$ cat src/rtl/wdtpc_pkg.sv
package wdtpc_pkg;
  localparam int GRP_W      = 5;
  localparam logic [4:0] OFS_CTRL = 5'h04;
  localparam logic [4:0] OFS_PTR  = 5'h08;
  localparam logic [7:0] PCODE    = 8'h76;
  localparam int BIT_PAUSED = 8;
  localparam int BIT_ARM    = 9;
  localparam int LOC_W      = 21;

  function automatic logic [31:0] loc_word(input int idx,
                                           input logic [LOC_W-1:0] base,
                                           input logic [LOC_W-1:0] step);
    logic [LOC_W-1:0] v;
    v = base + LOC_W'(step * idx);
    return {8'h00, 3'b000, v};
  endfunction
endpackage

$ cat src/rtl/wdtpc_decode.sv
module wdtpc_decode
  import wdtpc_pkg::*;
#(
  parameter int NCORE  = 3,
  parameter int ADDR_W = $clog2(NCORE) + GRP_W,
  localparam int IDX_W = ADDR_W - GRP_W
) (
  input  logic [ADDR_W-1:0] addr,
  input  logic              wen,
  output logic [IDX_W-1:0]  idx,
  output logic              hit_ctrl,
  output logic              hit_loc,
  output logic [NCORE-1:0]  wr_ctrl
);
  logic in_range;

  assign idx      = addr[ADDR_W-1:GRP_W];
  assign in_range = (int'(idx) < NCORE);
  assign hit_ctrl = in_range && (addr[GRP_W-1:0] == OFS_CTRL);
  assign hit_loc  = in_range && (addr[GRP_W-1:0] == OFS_PTR);

  for (genvar c = 0; c < NCORE; c++) begin : g_wr
    assign wr_ctrl[c] = wen && hit_ctrl && (int'(idx) == c);
  end
endmodule

$ cat src/rtl/wdtpc_core.sv
module wdtpc_core
  import wdtpc_pkg::*;
(
  input  logic       clk,
  input  logic       rst,
  input  logic       lrst_n,
  input  logic       pwr_on,
  input  logic       wr,
  input  logic [9:0] wdata,
  input  logic       sto,
  output logic       paused_o,
  output logic       arm_o,
  output logic       rst_req_o
);
  logic sto_d;
  logic code_hit;

  assign code_hit = (wdata[7:0] == PCODE);

  always_ff @(posedge clk) begin
    if (rst || !lrst_n) begin
      paused_o <= 1'b0;
    end else if (wr && code_hit) begin
      paused_o <= 1'b1;
    end else if (wr && wdata[BIT_PAUSED]) begin
      paused_o <= 1'b0;
    end
  end

  always_ff @(posedge clk) begin
    if (rst || !lrst_n || !pwr_on) begin
      arm_o <= 1'b0;
    end else if (wr && wdata[BIT_ARM]) begin
      arm_o <= 1'b1;
    end
  end

  always_ff @(posedge clk) begin
    if (rst) begin
      sto_d     <= 1'b0;
      rst_req_o <= 1'b0;
    end else begin
      sto_d     <= sto;
      rst_req_o <= arm_o && sto && !sto_d;
    end
  end

  a_r2_code_sets: assert property (@(posedge clk) disable iff (rst)
    (wr && code_hit && lrst_n) |=> paused_o);
  a_r4_w1c_clears: assert property (@(posedge clk) disable iff (rst)
    (wr && wdata[BIT_PAUSED] && !code_hit && lrst_n) |=> !paused_o);
  a_r3_other_code_keeps: assert property (@(posedge clk) disable iff (rst)
    (wr && !wdata[BIT_PAUSED] && !code_hit && lrst_n) |=> $stable(paused_o));
  a_r6_power_drop: assert property (@(posedge clk) disable iff (rst)
    !pwr_on |=> !arm_o);
  a_r7_one_cycle: assert property (@(posedge clk) disable iff (rst)
    rst_req_o |=> !rst_req_o);
  a_r7_needs_arm: assert property (@(posedge clk) disable iff (rst)
    rst_req_o |-> $past(arm_o) && $past(sto));
  a_r9_local_reset: assert property (@(posedge clk) disable iff (rst)
    !lrst_n |=> (!paused_o && !arm_o));
endmodule

$ cat src/rtl/wdt_pause_ctrl.sv
module wdt_pause_ctrl
  import wdtpc_pkg::*;
#(
  parameter int NCORE = 3,
  parameter logic [20:0] LOC_BASE = 21'h78300,
  parameter logic [20:0] LOC_STEP = 21'h00100,
  localparam int ADDR_W = $clog2(NCORE) + GRP_W,
  localparam int IDX_W  = ADDR_W - GRP_W
) (
  input  logic              clk,
  input  logic              rst,
  input  logic [ADDR_W-1:0] bus_addr,
  input  logic              bus_wen,
  input  logic              bus_ren,
  input  logic [31:0]       bus_wdata,
  output logic [31:0]       bus_rdata,
  input  logic [NCORE-1:0]  core_pwr_on,
  input  logic [NCORE-1:0]  core_lrst_n,
  input  logic [NCORE-1:0]  wdt_sto,
  output logic [NCORE-1:0]  wdt_pause,
  output logic [NCORE-1:0]  core_rst_req
);
  logic [IDX_W-1:0] idx;
  logic             hit_ctrl;
  logic             hit_loc;
  logic [NCORE-1:0] wr_ctrl;
  logic [NCORE-1:0] arm;
  logic [31:0]      rd_word;

  wdtpc_decode #(.NCORE(NCORE), .ADDR_W(ADDR_W)) u_dec (
    .addr(bus_addr), .wen(bus_wen), .idx(idx),
    .hit_ctrl(hit_ctrl), .hit_loc(hit_loc), .wr_ctrl(wr_ctrl)
  );

  for (genvar c = 0; c < NCORE; c++) begin : g_core
    wdtpc_core u_core (
      .clk(clk), .rst(rst),
      .lrst_n(core_lrst_n[c]), .pwr_on(core_pwr_on[c]),
      .wr(wr_ctrl[c]), .wdata(bus_wdata[9:0]), .sto(wdt_sto[c]),
      .paused_o(wdt_pause[c]), .arm_o(arm[c]), .rst_req_o(core_rst_req[c])
    );
  end

  always_comb begin
    rd_word = '0;
    for (int c = 0; c < NCORE; c++) begin
      if (int'(idx) == c) begin
        if (hit_ctrl) rd_word = {22'b0, arm[c], wdt_pause[c], 8'h00};
        else if (hit_loc) rd_word = loc_word(c, LOC_BASE, LOC_STEP);
      end
    end
  end

  always_ff @(posedge clk) begin
    if (rst) bus_rdata <= '0;
    else if (bus_ren) bus_rdata <= rd_word;
  end

  a_r10_unmapped_zero: assert property (@(posedge clk) disable iff (rst)
    (bus_ren && !hit_ctrl && !hit_loc) |=> (bus_rdata == 32'h0));
  a_r2_code_field_zero: assert property (@(posedge clk) disable iff (rst)
    (bus_ren && hit_ctrl) |=> (bus_rdata[7:0] == 8'h00));
  a_r8_version_zero: assert property (@(posedge clk) disable iff (rst)
    (bus_ren && hit_loc) |=> (bus_rdata[31:21] == 11'h0));
endmodule

$ cat config.mk
export PLATFORM = sky130hd
export DESIGN_NAME = wdt_pause_ctrl
export DESIGN_NICKNAME = d
export VERILOG_FILES = /design/src/rtl/wdtpc_pkg.sv /design/src/rtl/wdtpc_decode.sv /design/src/rtl/wdtpc_core.sv /design/src/rtl/wdt_pause_ctrl.sv
export SDC_FILE = /design/constraint.sdc
export NUM_CORES = 1
export LEC_CHECK = 0
export ABC_AREA = 0
export BUFFER_PORTS_ARGS = -buffer_cell sky130_fd_sc_hd__buf_2
export CAP_MARGIN = 5
export CORE_MARGIN = 1.5
export CORE_UTILIZATION = 30
export CTS_BUF_LIST = sky130_fd_sc_hd__clkbuf_8
export DETAILED_ROUTE_END_ITERATION = 6
export PLACE_DENSITY = 0.72
export SYNTH_ARGS = -nofsm -noshare
export SYNTH_HDL_FRONTEND = slang
export SYNTH_HIERARCHICAL = 1
export SYNTH_SLANG_ARGS = --single-unit
$ cat constraint.sdc
create_clock -name clk -period 1.8 [get_ports clk]
set_clock_uncertainty 0.2 [all_clocks]
set_input_delay 0.09 -clock clk [delete_from_list [all_inputs] [get_ports clk]]
set_output_delay 0.09 -clock clk [all_outputs]
set_load 0.05 [all_outputs]
== After elaboration in Yosys (flattened, before gate mapping) ==
Index checks and enable logic that the tools add are counted.

* Magnitude comparators: 1
* Equal/unequal tests: 5
* Mux-type cells: 15
* Reduce and logical (&&, ||, !) cells: 40

{| class="wikitable"
|+ Operators by type and width
! kind !! count
|-
| 32-bit 2-to-1 mux || 6
|-
| 19-bit 2-to-1 mux || 3
|-
| 1-bit logical AND || 21
|-
| 1-bit logical NOT || 9
|-
| 8-bit by 7-bit equality test with 1-bit output, second input constant || 1
|-
| 1-bit logical OR || 6
|-
| 1-bit 2-to-1 mux || 6
|-
| 2-bit nonzero test || 3
|-
| 5-bit by 3-bit equality test with 1-bit output, second input constant || 1
|-
| 5-bit by 4-bit equality test with 1-bit output, second input constant || 1
|-
| 2-bit equality test, second input constant || 2
|-
| 2-bit logical NOT || 1
|-
| 2-bit less-than comparator, second input constant || 1
|}

* Flip-flop bits (word level): 44
* Input bits: 52

== Logic depth before layout (Yosys ltp) ==
Gate-level depths: netlist of run 1.

* Depth after elaboration: 11
* Depth in mapped cells: 5
* Mapped depth without buffers: 5

== Modules after synthesis ==
Netlist of run 1, hierarchy kept.

{| class="wikitable"
|+ By module, submodules not included
! module !! instances !! cells an instance !! area each (um2)
|-
| wdt_pause_ctrl || 1 || 59 || 466.7
|-
| wdtpc_core || 3 || 16 || 152.6
|-
| wdtpc_decode || 1 || 12 || 91.3
|}

== Worst setup path before layout of run 1 ==
Ideal clock, no wire load.

* Kind: in2reg
* Start: input bus_addr[3]
* End: register bus_rdata[8]
* Library setup time: 0.114 ns
* Arrival: 1.484 ns
* Required time: 1.486 ns
* Slack: 0.002 ns
* Stages: 5
* Path buffers: 0
* Cell sequence: or4b_4 -> nor3b_1 -> a21boi_0 -> o211ai_1 -> a21o_1

* Elaborated cells on any way between the ends: 13

{| class="wikitable"
|+ RTL lines
! element !! RTL line !! text
|-
| start, declared || wdt_pause_ctrl.sv:12 || <nowiki>input logic [ADDR_W-1:0] bus_addr,</nowiki>
|-
| 5-bit by 3-bit equality test with 1-bit output (*) || wdtpc_decode.sv:19 || <nowiki>assign hit_ctrl = in_range && (addr[GRP_W-1:0] == OFS_CTRL);</nowiki>
|-
| 1-bit logical AND (*) || wdtpc_decode.sv:19 ||
|-
| via hit_ctrl || wdt_pause_ctrl.sv:24 || <nowiki>logic hit_ctrl;</nowiki>
|-
| 19-bit 2-to-1 mux || wdt_pause_ctrl.sv:48 || <nowiki>if (hit_ctrl) rd_word = {22'b0, arm[c], wdt_pause[c], 8'h00};</nowiki>
|-
| 19-bit 2-to-1 mux || wdt_pause_ctrl.sv:47 || <nowiki>if (int'(idx) == c) begin</nowiki>
|-
| 32-bit 2-to-1 mux || wdt_pause_ctrl.sv:49 || <nowiki>else if (hit_loc) rd_word = loc_word(c, LOC_BASE, LOC_STEP);</nowiki>
|-
| 32-bit 2-to-1 mux || wdt_pause_ctrl.sv:48 ||
|-
| 32-bit 2-to-1 mux || wdt_pause_ctrl.sv:47 ||
|-
| 32-bit 2-to-1 mux || wdt_pause_ctrl.sv:49 ||
|-
| 32-bit 2-to-1 mux || wdt_pause_ctrl.sv:48 ||
|-
| 32-bit 2-to-1 mux (*) || wdt_pause_ctrl.sv:47 ||
|-
| end signal, assigned || wdt_pause_ctrl.sv:56 || <nowiki>else if (bus_ren) bus_rdata <= rd_word;</nowiki>
|-
| end, declared || wdt_pause_ctrl.sv:16 || <nowiki>output logic [31:0] bus_rdata,</nowiki>
|}

The timed path passes the listed nets; every way through them passes the cells marked *.
A chain may end at the register's enable or synchronous reset.

== Worst setup path after layout of run 1 ==
Ends and elaborated chain as after synthesis.

==> impl_metrics.yaml, run 1 <==
run_status:
  status: "completed"
sta:
  rsz0062_at_grt: "no"
  fin_setup_tns_ns: 0
  period_share: 0.880
  maxSlewViolCount: 0
  hold_violations: 0
  fmax_ghz: 0.631
  finalSetupViolCount: 0
  period_needed_ns: 1.58
  worst_slack_ns: 0.216
  holdWs_ns: 0.0168
placed_design:
  gp_congestion: 0.815
  post-dp-hpwl_microns: 1650
  dp_cells: 203
  dp_slack_ns: -0.0329
  portBuffers: 42
  place_area_sq_um: 1170
detailed_routing:
  drt_iter0_markers: 20
  dr_wl_met2_microns: 1150
  first_pass_iters: 4
  routed.top_layer: "met3"
  met3_length_microns: 112
  routedWlPerCell_microns: 9.79
  route.layer.met1.wl_microns: 931
  vias_per_cell: 4.13
  num_vias: 924
  drc: 0
  final_antenna_net_count: 0
  routed_wl_microns: 2190
synth:
  synthCells: 119
  syn_avg_cell_area_sq_um: 8.54
  ys_seq_elements: 16
  synthTopCellsByArea: "dfxtp_1, buf_4, nor2b_1"
  synth_top_cell_area_share: 0.315
  yosysSeqAreaShare: 0.315
  synth_top_area_cell: "dfxtp_1"
  synthDistinctLibCells: 30
  netlist_area_sq_um: 1020
  yosys_warnings: 6
clock_tree:
  clkLatencyLatePin_ns: 0.25
  path_clk_slew_ns: 0.06
  cts_made_buffers: 3
  htreeDepth: 1
  tritoncts: "done"
  cts_sinks: 16
  cts_buffer_depth: 2
  root_buffer: "clkbuf_8"
die:
  ios: 90
  die_h_microns: 61.2
  die_w_microns: 61.2
  dieArea_sq_um: 3740
  floorplan.initialDensity: 0.325
  core_sq_um: 3130
  row_count: 20
grt:
  grt_usage: 0.123
  grt_pass1_wl_microns: 3440
  grt_max_degree: 13
  first_global_vias: 843
  antenna_found_initial: 0
  gr-total-overflow: 0
worst_setup_path:
  cp.required_ns: 1.75
  cp-start-kind: "input port"
  path_class: "in -> reg"
  cp-end-kind: "flop"
  crit_fanout: 6
  critical-path-top-delay-family: "simple AND/OR/NAND/NOR gates"
  cp.arrival_ns: 1.53
  crit_slowest_cell: "or4b_4"
  worst-path-buf-inv: 2
  max_stage_delay_ns: 0.53
  path_cells: "buf_2 -> or4b_4 -> nor3b_1 -> buf_4 -> a21boi_0 -> o211ai_1 -> a21o_1"
power_and_ir_drop:
  p_int_mw: 0.619
  power_leakage_nw: 0.677
  seqPwrFrac: 0.399
  clkPwrFrac: 0.347
  power_switching_mw: 0.284
  powerDensity_nw_per_um2: 646
  power.share.switching: 0.315
  p_comb_frac: 0.254
  ir_drop_mv: 0.215
job:
  drv_cap: 0
final_layout:
  syn_to_final_growth_pct: 37.6
  fin_area_sq_um: 1400
  fin_nets: 233
  layout_common_cells: "buf_2, conb_1, dlygate4sd3_1, dfxtp_1, nand2_1"
  layout_commonest_cell: "buf_2"
  drive_above_1_share: 0.306
  fin_cells: 224
  antenna_cells: 0
hold_path:
  min_path_type: "in -> reg"
per-stage QoR:
step | power, mW | util
floorplan | 0.566 | -
global placement | 0.566 | 0.375
detailed placement | 0.568 | 0.375
CTS | 0.915 | 0.450
global route | 0.953 | 0.447
finish | 0.903 | 0.447
kinds of logic (layout without fill, tap and decap cells):
logic type	count (synthesis)	after routing	share of synthesized area
xor+xnor	1	1	0.00862
flops	16	16	0.315
buf+inv	32	69	0.236
simple gates	55	55	0.356
other cells	1	25	0.00369
compound gates	14	14	0.0801
synthesized netlist by cell type, drive strengths merged:
master / number
nand2b: 3
a311oi: 1
nand4: 3
nand4b: 1
nor2b: 7
nor2: 6
conb: 1
nand3: 5
and3b: 5
nor4: 3
a21boi: 1
buf: 31
nand2: 8
and2: 1
and4b: 3
a21o: 1
dfxtp: 16
or4b: 1
and3: 1
o21ai: 5
or3b: 4
a21oi: 5
inv: 1
o211ai: 1
nor3b: 3
nor4b: 1
xor2: 1
power by group through the flow:
stage               clock (mW)  sequential, mW  combinational (mW)
finish                   0.314           0.360               0.229
global route             0.348           0.361               0.244
CTS                      0.326           0.360               0.229
detailed placement           0           0.368               0.200
floorplan                    0           0.373               0.193
global placement             0           0.368               0.198
worst min-delay path, cell delays in order:
cell and delay (ns):
buf_2 0.09, nor2b_1 0.14, nand2_1 0.07, nor2_1 0.03
final cells by class:
class	instances	area (sq um)
tap	44	55.1
sequential	16	320
timing repair buffer	64	418
fill	351	1730
clock buffer	4	55.1
multi-input combinational	95	546
inverter	1	3.75
path summary, 6_finish.rpt:
path	startpoint	to	slack, ns	depth (start not counted)
worst max register to register	g_core[0].u_core/paused_o$_SDFFE_PP0P_	bus_rdata[8]$_SDFFE_PP0P_	0.64	3
worst max-delay path	bus_addr[3]	bus_rdata[8]$_SDFFE_PP0P_	0.22	7
worst min-delay path	core_lrst_n[2]	g_core[2].u_core/arm_o$_SDFFE_PP0P_	0.02	4
worst min register to register	bus_rdata[10]$_SDFFE_PP0P_	bus_rdata[10]$_SDFFE_PP0P_	0.27	2
registers in the layout, indices dropped and copies added (netlist names):
register and count:
bus_rdata 4, g_core.u_core/arm_o 3, g_core.u_core/paused_o 3, g_core.u_core/rst_req_o 3, g_core.u_core/sto_d 3
layer usage:
metal | up-vias | track usage
met5 | - | 0
met4 | 0 | 0.0590
met3 | 0 | 0.0210
met2 | 34 | 0.219
met1 | 405 | 0.140
li1 | 485 | -
what timing repair did:
action	4_1_cts	5_1_grt
hold buffers	18	0
gates resized for setup	0	0
hold endpoints to repair	12	0
buffers inserted	0	0
endpoints found under the setup margin	0	1
Power figures use the tool's default switching activity.
==> run 2, diff against run 1 <==
--- a/config.mk
+++ b/config.mk
@@ -13,6 +13,7 @@
 export CTS_BUF_LIST = sky130_fd_sc_hd__clkbuf_8
 export DETAILED_ROUTE_END_ITERATION = 6
 export PLACE_DENSITY = 0.72
+export SETUP_SLACK_MARGIN = 0.5
 export SYNTH_ARGS = -nofsm -noshare
 export SYNTH_HDL_FRONTEND = slang
 export SYNTH_HIERARCHICAL = 1
==> run 2 against run 1 <==
Setup slack better by 0.054 ns. Power about the same. Combinational power up 4%. Utilization up 1.2 points. Die area unchanged. Sequential share of layout area down 0.58 points. Non-clock buffer count down 3. Flip-flop and latch count unchanged. Final cell count down 1.3%. Count of clock-buffer cells in the layout unchanged. Via count down 1.4%.
==> impl_metrics.yaml, run 2 (synthesis results as in run 1) <==
clock_tree:
  cts_buffer_depth: 2
  htreeDepth: 1
  cts_sinks: 16
  cts_made_buffers: 3
  path_clk_slew_ns: 0.06
  root_buffer: "clkbuf_8"
  tritoncts: "done"
  clkLatencyLatePin_ns: 0.24
grt:
  grt_usage: 0.125
  antenna_found_initial: 0
  first_global_vias: 820
  grt_pass1_wl_microns: 3510
  gr-total-overflow: 0
  grt_max_degree: 13
detailed_routing:
  drc: 0
  drt_iter0_markers: 32
  final_antenna_net_count: 0
  num_vias: 911
  vias_per_cell: 4.12
  routedWlPerCell_microns: 10.2
  first_pass_iters: 4
  routed_wl_microns: 2260
power_and_ir_drop:
  powerDensity_nw_per_um2: 631
  power.share.switching: 0.315
  p_comb_frac: 0.263
  power_leakage_nw: 0.690
  seqPwrFrac: 0.398
  clkPwrFrac: 0.339
  p_total_mw: 0.904
  power_switching_mw: 0.285
  ir_drop_mv: 0.313
  p_int_mw: 0.619
final_layout:
  fin_nets: 230
  layout_commonest_cell: "buf_2"
  largest_reg_flops: 4
  max_flop_register: "bus_rdata"
  drive_above_1_share: 0.339
  final_util: 0.458
  antenna_cells: 0
  syn_to_final_growth_pct: 41.1
  layout_common_cells: "buf_2, conb_1, dfxtp_1, dlygate4sd3_1, nand2_1"
placed_design:
  gp_congestion: 0.790
  dp_slack_ns: -0.0253
  portBuffers: 42
  post-dp-hpwl_microns: 1670
worst_setup_path:
  r2r-end: "bus_rdata[8]$_SDFFE_PP0P_"
  crit_slowest_cell: "or4b_4"
  cp.arrival_ns: 1.47
  path_cells: "buf_6 -> or4b_4 -> nor3b_4 -> a21boi_2 -> o211ai_1 -> a21o_1"
  r2r_start: "g_core[0].u_core/paused_o$_SDFFE_PP0P_"
  path_class: "in -> reg"
  crit_fanout: 5
  worstRegToRegCells: 3
  rrSetupSlack_ns: 0.64
  cp.required_ns: 1.74
  cp-start-kind: "input port"
  cp-end-kind: "flop"
  max_stage_delay_ns: 0.56
die:
  row_count: 20
  die_w_microns: 61.2
  floorplan.initialDensity: 0.325
  ios: 90
  die_h_microns: 61.2
  dieArea_sq_um: 3740
  core_sq_um: 3130
sta:
  rsz0062_at_grt: "yes"
  period_needed_ns: 1.53
  finalSetupViolCount: 0
  fmax_ghz: 0.653
  period_share: 0.850
  worst_slack_ns: 0.269
  maxSlewViolCount: 0
  hold_violations: 0
  holdWs_ns: 0.0299
hold_path:
  min_path_type: "in -> reg"
  hold_depth: 4
  hp-start: "core_lrst_n[0]"
  worst_hold_path.endpoint: "g_core[0].u_core/arm_o$_SDFFE_PP0P_"
run_status:
  status: "completed"
job:
  drv_cap: 0
## run 2: metrics by stage
step / TNS, ns / cells / area [sq um]
6_report: 0 / 221 / 1430
5_1_grt: 0 / 221 / 1430
4_1_cts: 0 / 221 / 1410
2_1_floorplan: 0 / 143 / 1120
3_5_place_dp: -0.0381 / 201 / 1170
3_3_place_gp: -0.0299 / 201 / 1170
## run 2: final cells by class
class                           instances  area [sq um]
Fill cell                             323          1690
Sequential cell                        16           320
Inverter                                1          3.75
Tap cell                               44          55.1
Multi-Input combinational cell         95           603
Timing Repair Buffer                   61           397
Clock buffer                            4          55.1
## run 2: how the worst max path moves through the flow
| stage | from | to | depth (start not counted) |
|---|---|---|---|
| finish | bus_addr[3] | bus_rdata[8]$_SDFFE_PP0P_ | 6 |
| global route | bus_addr[3] | bus_rdata[8]$_SDFFE_PP0P_ | 7 |
| CTS | bus_addr[3] | bus_rdata[8]$_SDFFE_PP0P_ | 6 |
| detailed placement | bus_addr[0] | g_core[1].u_core/paused_o$_SDFFE_PP0P_ | 8 |
| global placement | bus_addr[0] | bus_rdata[8]$_SDFFE_PP0P_ | 6 |
| floorplan | bus_addr[0] | bus_rdata[8]$_SDFFE_PP0P_ | 5 |
## run 2: worst max-delay path, delay by kind of cell
kind / cells / cell delay [ns]
and+or+nand+nor: 2 / 0.82
AOI/OAI and AO/OA: 3 / 0.47
buffers and inverters: 1 / 0.09
## run 2: per-layer routing
metal	wire, microns	track usage	share of wire
met5	0	0	0
met2	1080	0.214	0.48
met4	41	0.0373	0.018
met3	136	0.0420	0.060
met1	997	0.148	0.44
## run 2: power by group through the flow
| stage | combinational [mW] | clock [mW] | sequential (mW) |
|---|---|---|---|
| 4_1_cts | 0.231 | 0.313 | 0.360 |
| 2_1_floorplan | 0.195 | 0 | 0.373 |
| 3_3_place_gp | 0.200 | 0 | 0.368 |
| 6_report | 0.238 | 0.306 | 0.360 |
| 3_5_place_dp | 0.202 | 0 | 0.368 |
| 5_1_grt | 0.253 | 0.331 | 0.361 |
## run 2: timing repair
item                                    in CTS  in global routing
setup buffers                                2                  0
endpoints found under the setup margin      10                 13
hold buffers                                14                  0
resized for setup                            4                  4
pin swaps                                    7                  1
hold endpoints to repair                    12                  0
